[src/rtl/agu_pkg.sv]
package agu_pkg;

   typedef enum logic [1:0] {
      AM_REG_IND       = 2'd0,
      AM_BASE_DISP     = 2'd1,
      AM_BASE_IDX      = 2'd2,
      AM_BASE_IDX_DISP = 2'd3
   } agu_mode_e;

   typedef enum logic [1:0] {
      OPK_REG  = 2'd0,
      OPK_IMM  = 2'd1,
      OPK_MEM  = 2'd2,
      OPK_RSVD = 2'd3
   } opnd_kind_e;

   typedef struct packed {
      logic use_index;
      logic use_disp;
   } term_sel_t;

endpackage

[src/rtl/agu_term_select.sv]
module agu_term_select
   import agu_pkg::*;
(
   input  logic [1:0] mode,
   output term_sel_t  sel
);
   agu_mode_e mode_e;
   assign mode_e = agu_mode_e'(mode);

   always_comb begin
      sel = '0;
      unique case (mode_e)
         AM_REG_IND:       sel = '{use_index: 1'b0, use_disp: 1'b0};
         AM_BASE_DISP:     sel = '{use_index: 1'b0, use_disp: 1'b1};
         AM_BASE_IDX:      sel = '{use_index: 1'b1, use_disp: 1'b0};
         AM_BASE_IDX_DISP: sel = '{use_index: 1'b1, use_disp: 1'b1};
         default:          sel = '0;
      endcase
   end
endmodule

[src/rtl/agu_pair_check.sv]
module agu_pair_check
   import agu_pkg::*;
(
   input  logic [1:0] dst_kind,
   input  logic [1:0] src_kind,
   output logic       legal
);
   opnd_kind_e dk, sk;
   assign dk = opnd_kind_e'(dst_kind);
   assign sk = opnd_kind_e'(src_kind);

   always_comb begin
      legal = 1'b0;
      unique case (dk)
         OPK_REG: legal = (sk == OPK_REG) || (sk == OPK_IMM) || (sk == OPK_MEM);
         OPK_MEM: legal = (sk == OPK_REG) || (sk == OPK_IMM);
         default: legal = 1'b0;
      endcase
   end
endmodule

[src/rtl/agu_scaler.sv]
module agu_scaler #(
   parameter int ADDR_W      = 32,
   parameter int SCALE_W     = 2,
   parameter int SHIFT_STYLE = 0
) (
   input  logic [ADDR_W-1:0]  idx,
   input  logic [SCALE_W-1:0] sh,
   output logic [ADDR_W-1:0]  scaled
);
   generate
      if (SHIFT_STYLE == 0) begin : g_barrel
         logic [ADDR_W-1:0] stage [SCALE_W+1];
         assign stage[0] = idx;
         for (genvar i = 0; i < SCALE_W; i++) begin : g_stage
            localparam int STEP = 1 << i;
            assign stage[i+1] = sh[i] ? {stage[i][ADDR_W-1-STEP:0], {STEP{1'b0}}}
                                      : stage[i];
         end
         assign scaled = stage[SCALE_W];
      end else begin : g_mult
         logic [ADDR_W-1:0] factor;
         assign factor = {{(ADDR_W-1){1'b0}}, 1'b1} << sh;
         assign scaled = idx * factor;
      end
   endgenerate
endmodule

[src/rtl/agu_adder3.sv]
module agu_adder3 #(
   parameter int ADDR_W    = 32,
   parameter int ADD_STYLE = 1
) (
   input  logic [ADDR_W-1:0] a,
   input  logic [ADDR_W-1:0] b,
   input  logic [ADDR_W-1:0] c,
   output logic [ADDR_W-1:0] sum
);
   generate
      if (ADD_STYLE == 0) begin : g_plain
         assign sum = a + b + c;
      end else begin : g_csa
         logic [ADDR_W-1:0] s_vec, c_vec, c_shift;
         assign s_vec   = a ^ b ^ c;
         assign c_vec   = (a & b) | (a & c) | (b & c);
         assign c_shift = {c_vec[ADDR_W-2:0], 1'b0};
         assign sum     = s_vec + c_shift;
      end
   endgenerate
endmodule

[src/rtl/scaled_index_agu.sv]
module scaled_index_agu
   import agu_pkg::*;
#(
   parameter int ADDR_W      = 32,
   parameter int SCALE_W     = 2,
   parameter int SHIFT_STYLE = 0,
   parameter int ADD_STYLE   = 1
) (
   input  logic               clk,
   input  logic               rst_n,
   input  logic               in_valid,
   input  logic [1:0]         in_mode,
   input  logic [ADDR_W-1:0]  in_base,
   input  logic [ADDR_W-1:0]  in_index,
   input  logic [SCALE_W-1:0] in_scale,
   input  logic [ADDR_W-1:0]  in_disp,
   input  logic [1:0]         in_dst_kind,
   input  logic [1:0]         in_src_kind,
   output logic               out_valid,
   output logic [ADDR_W-1:0]  out_addr,
   output logic               out_err
);
   localparam int MAX_SHIFT = (1 << SCALE_W) - 1;

   generate
      if (ADDR_W < 8) begin : g_bad_width
         $error("scaled_index_agu: ADDR_W must be at least 8");
      end
      if (SCALE_W < 1 || MAX_SHIFT >= ADDR_W) begin : g_bad_scale
         $error("scaled_index_agu: SCALE_W out of range for ADDR_W");
      end
      if (SHIFT_STYLE < 0 || SHIFT_STYLE > 1) begin : g_bad_shift
         $error("scaled_index_agu: SHIFT_STYLE must be 0 or 1");
      end
      if (ADD_STYLE < 0 || ADD_STYLE > 1) begin : g_bad_add
         $error("scaled_index_agu: ADD_STYLE must be 0 or 1");
      end
   endgenerate

   term_sel_t         sel;
   logic              pair_ok;
   logic [ADDR_W-1:0] idx_scaled, idx_term, disp_term, ea_next;

   agu_term_select u_sel (
      .mode (in_mode),
      .sel  (sel)
   );

   agu_pair_check u_pair (
      .dst_kind (in_dst_kind),
      .src_kind (in_src_kind),
      .legal    (pair_ok)
   );

   agu_scaler #(
      .ADDR_W      (ADDR_W),
      .SCALE_W     (SCALE_W),
      .SHIFT_STYLE (SHIFT_STYLE)
   ) u_scale (
      .idx    (in_index),
      .sh     (in_scale),
      .scaled (idx_scaled)
   );

   assign idx_term  = sel.use_index ? idx_scaled : '0;
   assign disp_term = sel.use_disp  ? in_disp    : '0;

   agu_adder3 #(
      .ADDR_W    (ADDR_W),
      .ADD_STYLE (ADD_STYLE)
   ) u_add (
      .a   (in_base),
      .b   (idx_term),
      .c   (disp_term),
      .sum (ea_next)
   );

   always_ff @(posedge clk) begin
      if (!rst_n) begin
         out_valid <= 1'b0;
         out_err   <= 1'b0;
         out_addr  <= '0;
      end else begin
         out_valid <= in_valid;
         out_err   <= in_valid & ~pair_ok;
         out_addr  <= (in_valid && pair_ok) ? ea_next : '0;
      end
   end
endmodule

[config.mk]
export PLATFORM = sky130hd
export DESIGN_NAME = scaled_index_agu
export DESIGN_NICKNAME = d
export VERILOG_FILES = /design/src/rtl/agu_pkg.sv /design/src/rtl/agu_term_select.sv /design/src/rtl/agu_pair_check.sv /design/src/rtl/agu_scaler.sv /design/src/rtl/agu_adder3.sv /design/src/rtl/scaled_index_agu.sv
export SDC_FILE = /design/constraint.sdc
export NUM_CORES = 1
export LEC_CHECK = 0
export BUFFER_PORTS_ARGS = -buffer_cell sky130_fd_sc_hd__buf_4
export CAP_MARGIN = 20
export CORE_MARGIN = 1.5
export CORE_UTILIZATION = 53
export DETAILED_ROUTE_END_ITERATION = 10
export GPL_ROUTABILITY_DRIVEN = 1
export PLACE_DENSITY_LB_ADDON = 0.2
export REMOVE_ABC_BUFFERS = 1
export SYNTH_ARGS = -nofsm -noshare
export SYNTH_HDL_FRONTEND = slang
export SYNTH_SLANG_ARGS = --single-unit
[constraint.sdc]
create_clock -name clk -period 5.5 [get_ports clk]
set_clock_uncertainty 0.2 [all_clocks]
set_input_delay 0.55 -clock clk [delete_from_list [all_inputs] [get_ports clk]]
set_output_delay 0.55 -clock clk [all_outputs]
set_load 0.02 [all_outputs]
==> impl_results.md <==
* Initial DRT Pass Iterations at 5
* Syn-to-layout area delta at 23.7%
* GRT Util Overall at 25.6%
* Share of cells above drive strength 1 at 23.4%
* Max-slew headroom at 57.8%
* Largest net degree at the start of global routing at 34
* Worst EP required at 5.45 ns
* Detailed router's first-iteration violation count at 252
* WHS Path Cells at 3
* Post-CTS Setup Inserts at 0
* Number of max-cap violations at 0
* Area occupied by multi-input gates at 3400 µm²
* Final Core Density at 68.4%
* Post-Route WL at 11.4 mm
* Vias at 4459
* Crit share post-route at 74.0%
* Std-Cell Rows at 33
* CTS H-Tree Depth at 2
* Startpoint type of the worst setup path: primary input
* Cell variety after synth at 62
* Top FF cell, synth: dfxtp_1
* Initial antenna violation count at 0
* Yosys warning total at 0
* Die area at 9270 µm²
* Syn Area/Cell at 7.46 µm²
* Reg clk slew, reported paths at 0.06 ns
* Final setup violation count at 0
* Gate Count Post-Synth at 618
* Vias per inst at 5.31
* FF+latch count, synth at 34
* Data arrival, critical path at 4.02 ns
* Status: finished, final reports clean
* Post-DRT Antenna Nets at 0
* Clock buffer count from CTS at 5
* WL per Instance at 13.6 µm
* Final Max Tran Viols at 0
* Most common cell after layout, fill and taps aside: buf_4
* Achievable Freq at 0.246 GHz
* Unrepaired setup endpoints after global routing: false
* Ant. Diodes at 0
* Max VDD drop at 0.0000915 V
* Ports at 141
* Starting Density at 55.3%
* FILL cells at 747
* Die Y at 96.3 µm
* Clock Tree Root: clkbuf_8
* Setup TNS Final at 0 ns
* Crit path time final at 4.07 ns
* CTS tree: yes
* Die outline width at 96.3 µm
* Ys async rst share at 0%
* Worst Hold Launch: in_dst_kind[0]
* GR Overflow Total at 0
* First-pass GRT wire length at 19.0 mm
* Met2 wire length at 4.91 mm
* Register area share after synthesis at 14.8%
* CP endpoint kind: flop
* Worst-path fanout max at 33
* Worst hold endpoint: out_err
* Final hold violation count at 0
* Worst-Margin Slew at 0.618 ns
* Commonest cells after routing, fill and taps aside: buf_4, nand2_1, inv_1, a21oi_1
* Mapped Area at 4610 µm²
* Port Buf Inserts at 140
* Max Used Layer: met4
* PostCTS Resize Cnt at 0
* Clock sinks at 34
* DP Wirelength at 9.82 mm
* # nets final at 902
* Number of global-route vias before repair at 4156
* Wl on met1 at 5.63 mm
* P_leak at 3.00 nW
* Residual DRC at 0
* Critical path class: primary input to flop
* Reg area at 681 µm²
* WL met3 at 818 µm
* HP Class: primary input to flop
* Core Footprint at 8340 µm²
* Cell Pwr Density at 209 nW/µm²
* GP Congestion at 0.969
* Deepest clock path buffer count at 2
* Number of flops mapped to enable cells by yosys at 0
* # hold bufs at CTS at 0
[worst max path at each step]
stage	cells after the start	startpoint	slack, ns	to
global placement	14	in_scale[0]	1.25	out_addr[25]
finish	14	in_scale[0]	1.43	out_addr[25]
floorplan	13	in_scale[1]	1.66	out_addr[25]
CTS	14	in_scale[0]	1.44	out_addr[25]
detailed placement	14	in_scale[0]	1.14	out_addr[25]
global route	14	in_scale[0]	1.12	out_addr[31]
[worst max-delay path, stage by stage]
cell,delay (ns)
buf_4,0.40
mux2_2,0.26
nand3_1,0.14
fa_1,0.53
inv_1,0.04
ha_1,0.21
fa_1,0.41
a21oi_1,0.22
o21ai_0,0.20
a211oi_2,0.41
o21ai_2,0.16
a221oi_2,0.26
xor2_1,0.16
nor2_1,0.05
[area by class of cell]
cell class	instances	area share [%]
Sequential cell	34	11.9
Timing Repair Buffer	141	18.5
Clock buffer	7	1.51
Multi-Input combinational cell	458	59.5
Clock inverter	1	0.0877
Inverter	93	6.12
Tap cell	105	2.30
[layer usage]
metal / GRT usage, % / up-vias
met3: 3.32 / 9
met2: 39.0 / 174
met4: 5.31 / 0
li1: - / 2261
met1: 38.4 / 2015
met5: 0 / -
[sequential cells by signal (all words and copies together), names as in the netlist]
register / count
out_addr: 32
out_err: 1
out_valid: 1
[Yosys cell counts, drive strengths merged, types with 6 or more instances]
cell	instances	area, µm²
and2	9	56.3
xor2	6	52.6
a21oi	40	223
nor3	9	50.1
a21o	12	91.3
and3	8	52.6
nand3	34	170
dfxtp	34	681
fa	32	641
clkbuf	17	73.8
nor2	34	128
o211ai	6	50.1
mux2i	28	280
ha	30	375
nand4	7	43.8
xnor2	18	158
inv	93	349
o21ai	25	133
buf	15	104
nand2	104	393
[logic make-up after synthesis]
family          share of synthesized area, %
xor+xnor                                4.56
buf+inv                                 11.6
fa+ha+maj                               22.0
mux                                     7.30
compound gates                          17.6
flops                                   14.8
simple gates                            22.1
[report_power, final]
part	total [mW]	switching [mW]	leakage, nW	internal [mW]
clock	0.182	0.0808	0.0482	0.101
combinational	0.750	0.434	2.68	0.316
sequential	0.263	0.00362	0.276	0.259
total	1.19	0.518	3.00	0.676
[through the flow]
step / worst slack [ns] / area (µm²) / hold slack (ns) / cells / total power, mW
after global placement: 1.25 / 5620 / 0.650 / 831 / 1.00
after CTS: 1.44 / 5710 / 0.370 / 839 / 1.19
after global routing: 1.12 / 5710 / 0.391 / 839 / 1.30
after detailed placement: 1.14 / 5620 / 0.653 / 831 / 1.01
final: 1.43 / 5710 / 0.369 / 839 / 1.19
after floorplan: 1.66 / 4430 / 0.540 / 585 / 0.790
No activity file was read; power rests on OpenSTA's default activity.
